### config.mk
export PLATFORM = sky130hd
export DESIGN_NAME = intc_dual_agg
export DESIGN_NICKNAME = d
export VERILOG_FILES = /design/src/rtl/intc_pkg.sv /design/src/rtl/intc_wo_reg.sv /design/src/rtl/intc_path.sv /design/src/rtl/intc_regbus.sv /design/src/rtl/intc_dual_agg.sv
export SDC_FILE = /design/constraint.sdc
export NUM_CORES = 1
export LEC_CHECK = 0
export BUFFER_PORTS_ARGS = -buffer_cell sky130_fd_sc_hd__buf_2
export CAP_MARGIN = 20
export CORE_UTILIZATION = 40
export DETAILED_ROUTE_END_ITERATION = 6
export GPL_ROUTABILITY_DRIVEN = 0
export PLACE_DENSITY = 0.56
export REMOVE_ABC_BUFFERS = 1
export SLEW_MARGIN = 25
export SYNTH_ARGS = -nofsm -noshare
export SYNTH_HDL_FRONTEND = slang
export SYNTH_SLANG_ARGS = --single-unit
### constraint.sdc
create_clock -name clk -period 3.6 [get_ports clk]
set_input_delay 0.36 -clock clk [delete_from_list [all_inputs] [get_ports clk]]
set_output_delay 0.36 -clock clk [all_outputs]
set_load 0.005 [all_outputs]
### src/rtl/intc_pkg.sv
package intc_pkg;

    localparam int DATA_W = 32;

    // Byte offsets of the register map
    localparam logic [31:0] OFS_IRQ_STAT = 32'h00;
    localparam logic [31:0] OFS_IRQ_RAW  = 32'h04;
    localparam logic [31:0] OFS_IRQ_ENS  = 32'h08;
    localparam logic [31:0] OFS_IRQ_ENC  = 32'h0C;
    localparam logic [31:0] OFS_SW_SET   = 32'h10;
    localparam logic [31:0] OFS_SW_CLR   = 32'h14;
    localparam logic [31:0] OFS_FIQ_STAT = 32'h20;
    localparam logic [31:0] OFS_FIQ_RAW  = 32'h24;
    localparam logic [31:0] OFS_FIQ_ENS  = 32'h28;
    localparam logic [31:0] OFS_FIQ_ENC  = 32'h2C;

    typedef enum logic [3:0] {
        SEL_NONE,
        SEL_IRQ_STAT,
        SEL_IRQ_RAW,
        SEL_IRQ_ENS,
        SEL_IRQ_ENC,
        SEL_SW_SET,
        SEL_SW_CLR,
        SEL_FIQ_STAT,
        SEL_FIQ_RAW,
        SEL_FIQ_ENS,
        SEL_FIQ_ENC
    } reg_sel_e;

    typedef struct packed {
        logic irq_set;
        logic irq_clr;
        logic fiq_set;
        logic fiq_clr;
        logic sw_set;
        logic sw_clr;
    } wr_strobe_t;

    function automatic reg_sel_e decode_addr(input logic [31:0] a);
        reg_sel_e s;
        case (a)
            OFS_IRQ_STAT: s = SEL_IRQ_STAT;
            OFS_IRQ_RAW:  s = SEL_IRQ_RAW;
            OFS_IRQ_ENS:  s = SEL_IRQ_ENS;
            OFS_IRQ_ENC:  s = SEL_IRQ_ENC;
            OFS_SW_SET:   s = SEL_SW_SET;
            OFS_SW_CLR:   s = SEL_SW_CLR;
            OFS_FIQ_STAT: s = SEL_FIQ_STAT;
            OFS_FIQ_RAW:  s = SEL_FIQ_RAW;
            OFS_FIQ_ENS:  s = SEL_FIQ_ENS;
            OFS_FIQ_ENC:  s = SEL_FIQ_ENC;
            default:      s = SEL_NONE;
        endcase
        return s;
    endfunction

    function automatic wr_strobe_t write_strobes(input reg_sel_e s, input logic wr);
        wr_strobe_t w;
        w         = '0;
        w.irq_set = wr && (s == SEL_IRQ_ENS);
        w.irq_clr = wr && (s == SEL_IRQ_ENC);
        w.fiq_set = wr && (s == SEL_FIQ_ENS);
        w.fiq_clr = wr && (s == SEL_FIQ_ENC);
        w.sw_set  = wr && (s == SEL_SW_SET);
        w.sw_clr  = wr && (s == SEL_SW_CLR);
        return w;
    endfunction

endpackage

### src/rtl/intc_wo_reg.sv
// Register changed only by write-one-to-set and write-one-to-clear strobes.
module intc_wo_reg #(
    parameter int W = 32
) (
    input  logic         clk,
    input  logic         rst,
    input  logic         set_i,
    input  logic         clr_i,
    input  logic [W-1:0] bits_i,
    output logic [W-1:0] q_o
);

    logic [W-1:0] set_mask;
    logic [W-1:0] clr_mask;
    logic [W-1:0] q_nxt;

    always_comb begin
        set_mask = set_i ? bits_i : '0;
        clr_mask = clr_i ? bits_i : '0;
        q_nxt    = (q_o | set_mask) & ~clr_mask;
    end

    always_ff @(posedge clk) begin
        if (rst) q_o <= '0;
        else     q_o <= q_nxt;
    end

    assert_reset_clear_R1: assert property (@(posedge clk)
        $past(rst) |-> (q_o == '0));

    assert_set_bits_R2: assert property (@(posedge clk) disable iff (rst)
        (set_i && !clr_i) |=> ((q_o & $past(bits_i)) == $past(bits_i)));

    assert_set_keep_R2: assert property (@(posedge clk) disable iff (rst)
        (set_i && !clr_i) |=> ((q_o & ~$past(bits_i)) == ($past(q_o) & ~$past(bits_i))));

    assert_clr_bits_R3: assert property (@(posedge clk) disable iff (rst)
        clr_i |=> ((q_o & $past(bits_i)) == '0));

    assert_clr_keep_R3: assert property (@(posedge clk) disable iff (rst)
        (clr_i && !set_i) |=> ((q_o & ~$past(bits_i)) == ($past(q_o) & ~$past(bits_i))));

    assert_idle_hold_R2: assert property (@(posedge clk) disable iff (rst)
        (!set_i && !clr_i) |=> $stable(q_o));

endmodule

### src/rtl/intc_path.sv
// One request path: apply its enable mask to the raw vector and reduce to a line.
module intc_path #(
    parameter int W = 32
) (
    input  logic [W-1:0] raw_i,
    input  logic [W-1:0] en_i,
    output logic [W-1:0] masked_o,
    output logic         line_o
);

    always_comb begin
        masked_o = raw_i & en_i;
        line_o   = |masked_o;
    end

endmodule

### src/rtl/intc_regbus.sv
// Address decode, write strobes and the registered read port.
module intc_regbus
    import intc_pkg::*;
#(
    parameter int W      = 32,
    parameter int ADDR_W = 8
) (
    input  logic              clk,
    input  logic              rst,
    input  logic [ADDR_W-1:0] addr_i,
    input  logic              wr_i,
    input  logic              rd_i,
    output wr_strobe_t        strobe_o,
    input  logic [W-1:0]      raw_i,
    input  logic [W-1:0]      irq_masked_i,
    input  logic [W-1:0]      irq_en_i,
    input  logic [W-1:0]      fiq_masked_i,
    input  logic [W-1:0]      fiq_en_i,
    input  logic [W-1:0]      soft_i,
    output logic [DATA_W-1:0] rdata_o
);

    logic [31:0]        addr_ext;
    reg_sel_e           sel;
    logic [W-1:0]       rd_vec;
    logic [DATA_W-1:0]  rd_word;

    always_comb begin
        addr_ext               = '0;
        addr_ext[ADDR_W-1:0]   = addr_i;
        sel                    = decode_addr(addr_ext);
        strobe_o               = write_strobes(sel, wr_i);
    end

    always_comb begin
        case (sel)
            SEL_IRQ_STAT:            rd_vec = irq_masked_i;
            SEL_IRQ_RAW,
            SEL_FIQ_RAW:             rd_vec = raw_i;
            SEL_IRQ_ENS,
            SEL_IRQ_ENC:             rd_vec = irq_en_i;
            SEL_SW_SET,
            SEL_SW_CLR:              rd_vec = soft_i;
            SEL_FIQ_STAT:            rd_vec = fiq_masked_i;
            SEL_FIQ_ENS,
            SEL_FIQ_ENC:             rd_vec = fiq_en_i;
            default:                 rd_vec = '0;
        endcase
        rd_word         = '0;
        rd_word[W-1:0]  = rd_vec;
    end

    always_ff @(posedge clk) begin
        if (rst)       rdata_o <= '0;
        else if (rd_i) rdata_o <= rd_word;
    end

    assert_unmapped_zero_R9: assert property (@(posedge clk) disable iff (rst)
        (rd_i && sel == SEL_NONE) |=> (rdata_o == '0));

    assert_rdata_hold_R11: assert property (@(posedge clk) disable iff (rst)
        !rd_i |=> $stable(rdata_o));

    assert_one_strobe_R2: assert property (@(posedge clk) disable iff (rst)
        $onehot0(strobe_o));

endmodule

### src/rtl/intc_dual_agg.sv
module intc_dual_agg
    import intc_pkg::*;
#(
    parameter int N_SRC  = 32,
    parameter int ADDR_W = 8
) (
    input  logic              clk,
    input  logic              rst,
    input  logic [N_SRC-1:0]  src_i,
    input  logic [ADDR_W-1:0] bus_addr,
    input  logic              bus_wr,
    input  logic [31:0]       bus_wdata,
    input  logic              bus_rd,
    output logic [31:0]       bus_rdata,
    output logic              irq_o,
    output logic              fiq_o
);

    localparam int N_PATH = 2;
    localparam int P_IRQ  = 0;
    localparam int P_FIQ  = 1;

    wr_strobe_t         stb;
    logic [N_SRC-1:0]   wbits;
    logic [N_SRC-1:0]   soft_q;
    logic [N_SRC-1:0]   raw;
    logic [N_SRC-1:0]   en_q   [N_PATH];
    logic [N_SRC-1:0]   masked [N_PATH];
    logic [N_PATH-1:0]  line;
    logic [N_PATH-1:0]  set_v;
    logic [N_PATH-1:0]  clr_v;

    assign wbits = bus_wdata[N_SRC-1:0];
    assign raw   = src_i | soft_q;

    assign set_v[P_IRQ] = stb.irq_set;
    assign clr_v[P_IRQ] = stb.irq_clr;
    assign set_v[P_FIQ] = stb.fiq_set;
    assign clr_v[P_FIQ] = stb.fiq_clr;

    intc_wo_reg #(.W(N_SRC)) u_soft (
        .clk    (clk),
        .rst    (rst),
        .set_i  (stb.sw_set),
        .clr_i  (stb.sw_clr),
        .bits_i (wbits),
        .q_o    (soft_q)
    );

    for (genvar p = 0; p < N_PATH; p++) begin : g_path
        intc_wo_reg #(.W(N_SRC)) u_en (
            .clk    (clk),
            .rst    (rst),
            .set_i  (set_v[p]),
            .clr_i  (clr_v[p]),
            .bits_i (wbits),
            .q_o    (en_q[p])
        );
        intc_path #(.W(N_SRC)) u_path (
            .raw_i    (raw),
            .en_i     (en_q[p]),
            .masked_o (masked[p]),
            .line_o   (line[p])
        );
    end

    assign irq_o = line[P_IRQ];
    assign fiq_o = line[P_FIQ];

    intc_regbus #(.W(N_SRC), .ADDR_W(ADDR_W)) u_bus (
        .clk          (clk),
        .rst          (rst),
        .addr_i       (bus_addr),
        .wr_i         (bus_wr),
        .rd_i         (bus_rd),
        .strobe_o     (stb),
        .raw_i        (raw),
        .irq_masked_i (masked[P_IRQ]),
        .irq_en_i     (en_q[P_IRQ]),
        .fiq_masked_i (masked[P_FIQ]),
        .fiq_en_i     (en_q[P_FIQ]),
        .soft_i       (soft_q),
        .rdata_o      (bus_rdata)
    );

    assert_irq_needs_en_R7: assert property (@(posedge clk) disable iff (rst)
        irq_o |-> ($countones(en_q[P_IRQ]) != 0));

    assert_fiq_needs_en_R7: assert property (@(posedge clk) disable iff (rst)
        fiq_o |-> ($countones(en_q[P_FIQ]) != 0));

    assert_idle_quiet_R8: assert property (@(posedge clk) disable iff (rst)
        (src_i == '0 && soft_q == '0) |-> (!irq_o && !fiq_o));

endmodule

# --- Yosys cells after proc, flatten, opt, wreduce, memory -nomap -nowiden ---
# Cells that the tools add are included.
# Widths: inputs -> output; s select.
word_totals:
  regBits: 128
  input_bits: 76
  output_inout_bits: 34
  wordCells: 56
op_classes:
  n_eq_ne: 19
  muxes: 8
  n_bitwise: 12
  reduce_logical: 13
op_table:
  columns: ["operator", "n"]
  rows:
  - ["$mux 32", 6]
  - ["$pmux 32 s6", 1]
  - ["$and 32x32->32", 5]
  - ["$or 32x32->32", 4]
  - ["$not 32->32", 3]
  - ["$reduce_or 32->1", 2]
  - ["$pmux 4 s10", 1]
  - ["$eq 8x6->1 const B", 4]
  - ["$eq 4x3->1 const B", 4]
  - ["$eq 8x4->1 const B", 2]
  - ["$eq 8x5->1 const B", 2]
  - ["$eq 4x4->1 const B", 3]
  - ["$eq 4x2->1 const B", 2]
  - ["$eq 8x3->1 const B", 1]
  - ["$logic_not 8->1", 1]
  - ["$reduce_or 2->1", 4]
  - ["$logic_and 1x1->1", 6]
  - ["$eq 4x1->1 const B", 1]

# --- Depth between registers and ports, before layout ---
logic_depth:
  word_depth: 7
  ltp_mapped: 7
  ltp_nobuf: 4

# --- Cells and area by module ---
# Synthesis repeated with hierarchy kept, for this count alone.
hier_totals:
  hier_cells: 779
  area_unflattened_um2: 7370.8
by_module_without_submodules:
  columns: ["mod", "instances", "cells_per_inst", "area_each_um2", "seq_area_each_um2"]
  rows:
  - ["intc_wo_reg", 3, 105, 1262.5, 640.6]
  - ["intc_regbus", 1, 342, 2787.7, 640.6]
  - ["intc_path", 2, 45, 297.8, 0.0]
  - ["intc_dual_agg", 1, 32, 200.2, 0.0]

# --- Least setup slack after synthesis ---
# Ideal clock, no wire load.
synth_path:
  path_type: "input-to-reg"
  from: "input bus_addr[7]"
  to: "register u_bus.rdata_o[10]"
  setup_time_ps: 81
  arrival_time_ps: 1493
  required_ps: 3519
  path_slack_ps: 2025
  path_stages: 5
  n_path_buf: 1
  path_cell_list: "or4_4 nor2_8 buf_12 a22oi_2 a211oi_2"
synth_via:
  elab_chain_len: 5
  elab_cells_between_ends: 26
  classes_between: "eq/ne (19); mux (2); reduce/logical (5)"
synth_lines:
  columns: ["item", "line", "rtl"]
  rows:
  - ["from (decl)", "intc_dual_agg.sv:10", "input logic [ADDR_W-1:0] bus_addr,"]
  - ["$eq 8x6->1, or another cell as far along", "intc_pkg.sv:42", "case (a)"]
  - ["$pmux 4 s10 *", "intc_pkg.sv:42", null]
  - ["$eq 4x4->1, or another cell as far along", "intc_regbus.sv:36", "case (sel)"]
  - ["$reduce_or 2->1", "intc_regbus.sv:36", null]
  - ["$pmux 32 s6 *", "intc_regbus.sv:36", null]
  - ["to (signal assigned)", "intc_regbus.sv:55", "else if (rd_i) rdata_o <= rd_word;"]
  - ["to (decl)", "intc_regbus.sv:20", "output logic [DATA_W-1:0] rdata_o"]
# Mark *: on every way between the ends. The rest lies on a longest branch, timed or not.
# A chain may end at the register's enable or synchronous reset.

# --- Worst setup path after layout ---
layout_path:
  from: "register u_soft.q_o[22]"
  to: "output fiq_o"
layout_via:
  elab_chain_len: 3
layout_lines:
  columns: ["item", "line", "rtl"]
  rows:
  - ["from (decl)", "intc_wo_reg.sv:10", "output logic [W-1:0] q_o"]
  - ["from (signal assigned)", "intc_wo_reg.sv:25", "else q_o <= q_nxt;"]
  - ["$or 32x32->32", "intc_dual_agg.sv:34", "assign raw = src_i | soft_q;"]
  - ["$and 32x32->32", "intc_path.sv:12", "masked_o = raw_i & en_i;"]
  - ["$reduce_or 32->1", "intc_path.sv:13", "line_o = |masked_o;"]
  - ["to (decl)", "intc_dual_agg.sv:16", "output logic fiq_o"]
# No other way between the ends.

==> flow_metrics.env <==
export IMPL_status="completed"
export IMPL_hpwl_um=13300
export IMPL_yosysWarnings=0
export IMPL_drv_cap=0
export IMPL_place_area_um2=7470
export IMPL_power_switching_uw=814
export IMPL_startpoint_type="register"
export IMPL_syn_area_per_cell_um2=8.89
export IMPL_via_count=6174
export IMPL_synth_edff_count=0
export IMPL_fin_area_um2=8010
export IMPL_ctsResizeCount=0
export IMPL_synth_top_area_cell="dfxtp_1"
export IMPL_antennaDiodeCount=0
export IMPL_critPathArrivalTime_ps=1960
export IMPL_cp_startpoint="u_soft.q_o[22]"
export IMPL_power_density_nw_per_um2=417
export IMPL_drt_iter0_markers=464
export IMPL_r2r_start="u_soft.q_o[24]"
export IMPL_utilization_pct=47.8
export IMPL_syn_area_um2=6930
export IMPL_fp_dieW_um=134
export IMPL_fmax_mhz=431
export IMPL_drc=0
export IMPL_layout_common_cells="128 x mux2i_1, 128 x dfxtp_1, 108 x buf_2, 99 x nor2_1"
export IMPL_finClkSkew_ps=4.91
export IMPL_swShare_pct=24.3
export IMPL_viasPerCell=5.70
export IMPL_criticalPathCategory="register to output port"
export IMPL_maxSlewHeadroom_pct=39.5
export IMPL_track_usage_pct=24.3
export IMPL_seq_area_frac_synth_pct=37.0
export IMPL_synthArstFlopShare_pct=0
export IMPL_dpl_cell_count=1052
export IMPL_required_ps=3240
export IMPL_comb_power_share_pct=8.7
export IMPL_num_io_pins=110
export IMPL_synth_seq_cells=128
export IMPL_wl_um=21200
export IMPL_rsz0062_at_grt="no"
export IMPL_cts_tree="yes"
export IMPL_clk_path_buf_depth=2
export IMPL_crit_fanout=5
export IMPL_wl_per_cell_um=19.6
export IMPL_numCtsBuffers=17
export IMPL_path_clk_slew_ps=60
export IMPL_clockPowerShare_pct=48.0
export IMPL_r2r_slack_ps=2540
export IMPL_cts_hold_buffers=0
export IMPL_fin_crit_ps=2320
export IMPL_post_cts_buffers=0
export IMPL_finalCritPeriodShare_pct=64.5
export IMPL_nets=927
export IMPL_place_ws_ps=1340
export IMPL_final_setup_viol_count=0
export IMPL_finalHoldViolCount=0
export IMPL_min_from="bus_wdata[21]"
export IMPL_die_area_um2=17900
export IMPL_insertion_delay_ps=420
export IMPL_seq_power_share_pct=43.3
export IMPL_antenna_found_initial=0
export IMPL_ir_drop_v=0.000356
export IMPL_p_leak_uw=0.00355
export IMPL_initial_core_util_pct=41.4
export IMPL_coreArea_um2=16800
export IMPL_synthCells=780
export IMPL_first_pass_iters=5
export IMPL_grt_ovfl_total=0
export IMPL_layout_setup_ws_ps=1280
export IMPL_drtAntennaViolNets=0
export IMPL_clkSinkCount=128
export IMPL_final_layout_size_suffix_gt1_share_pct=24.8
export IMPL_p_int_uw=2530
export IMPL_grt_max_degree=75
export IMPL_ys_flop_type="dfxtp_1"
export IMPL_grt_pass1_wl_um=33100
export IMPL_htree_levels=4
export IMPL_yosysTopAreaCellShare_pct=37.0
export IMPL_die_h_um=134
export IMPL_stdcell_count=1083
export IMPL_std_cell_rows=47
export IMPL_drv_slew=0
export IMPL_grt_pass1_vias=6101
export IMPL_synthDistinctLibCells=35
export IMPL_port_buffers=109
export IMPL_setup_worst_path_end_class="output port"
export IMPL_ctsRootBufferMaster="clkbuf_16"
export IMPL_worst_pin_slew_ps=908
export IMPL_area_growth_pct=15.6
export IMPL_synth_area_top_cells="dfxtp_1 37%, mux2i_1 18%, a211oi_2 5.4%"
export IMPL_hold_path_class="input pin to register"
power groups by stage:
stage,clock [uW],sequential (uW),combinational (uW)
final,1610,1450,290
after global routing,1700,1450,312
after CTS,1630,1450,291
after detailed placement,0,1480,290
after global placement,0,1480,286
after floorplan,0,1480,103
stage by stage:
stage / total power (uW) / TNS [ps] / hold slack (ps)
final: 3340 / 0 / 230
after global routing: 3460 / 0 / 231
after CTS: 3370 / 0 / 221
after detailed placement: 1770 / 0 / 498
after global placement: 1760 / 0 / 491
after floorplan: 1580 / -347360 / 425
synth_stat cells (5+ instances only):
cell type  number
a211oi_2       30
a21oi_1        31
a22oi_2        30
buf_12          6
buf_2          17
buf_4           5
clkbuf_1       40
dfxtp_1       128
mux2i_1       128
nand2_1        34
nand2b_1       33
nand3_1        64
nand4_1        16
nor2_1         99
nor3_1         32
nor4_1          5
o21ai_0        64
registers in the layout, indices dropped and copies added (netlist names):
name             cells
u_soft.q_o          32
u_bus.rdata_o       32
g_path.u_en.q_o     64
critical path, stage by stage (launching register included):
cell and delay (ps):
dfxtp_1 350, o21ai_0 300, nand4_1 170, nor4_1 430
nand2_1 120, buf_2 160
final cells by class:
cell class	instances	area [um^2]
Clock inverter	7	60.1
Tap cell	220	275
Clock buffer	24	482
Timing Repair Buffer	121	663
Multi-Input combinational cell	582	3970
Sequential cell	128	2560
Inverter	1	3.75
Fill cell	1634	8750
kinds of logic (layout without fill, tap and decap cells):
family,count (synthesis),after routing,share of synthesized area [%]
simple gates,293,293,20.4
compound gates,161,161,18.3
mux,128,128,18.5
flops,128,128,37.0
buf+inv,70,153,5.89
layer usage:
| metal | vias to the layer above | track usage, % | wire (um) |
|---|---|---|---|
| met5 | - | 0 | 0 |
| met4 | 0 | 7.89 | 240 |
| met3 | 15 | 4.60 | 1020 |
| met2 | 178 | 40.5 | 10400 |
| met1 | 3037 | 31.6 | 9590 |
| li1 | 2944 | - | - |
path summary, 6_finish.rpt:
path	to	depth (start not counted)
max	fiq_o	5
min	u_soft.q_o[21]	3
max reg2reg	u_bus.rdata_o[24]	4
min reg2reg	u_bus.rdata_o[13]	2
No activity file was read; power rests on OpenSTA's default activity.
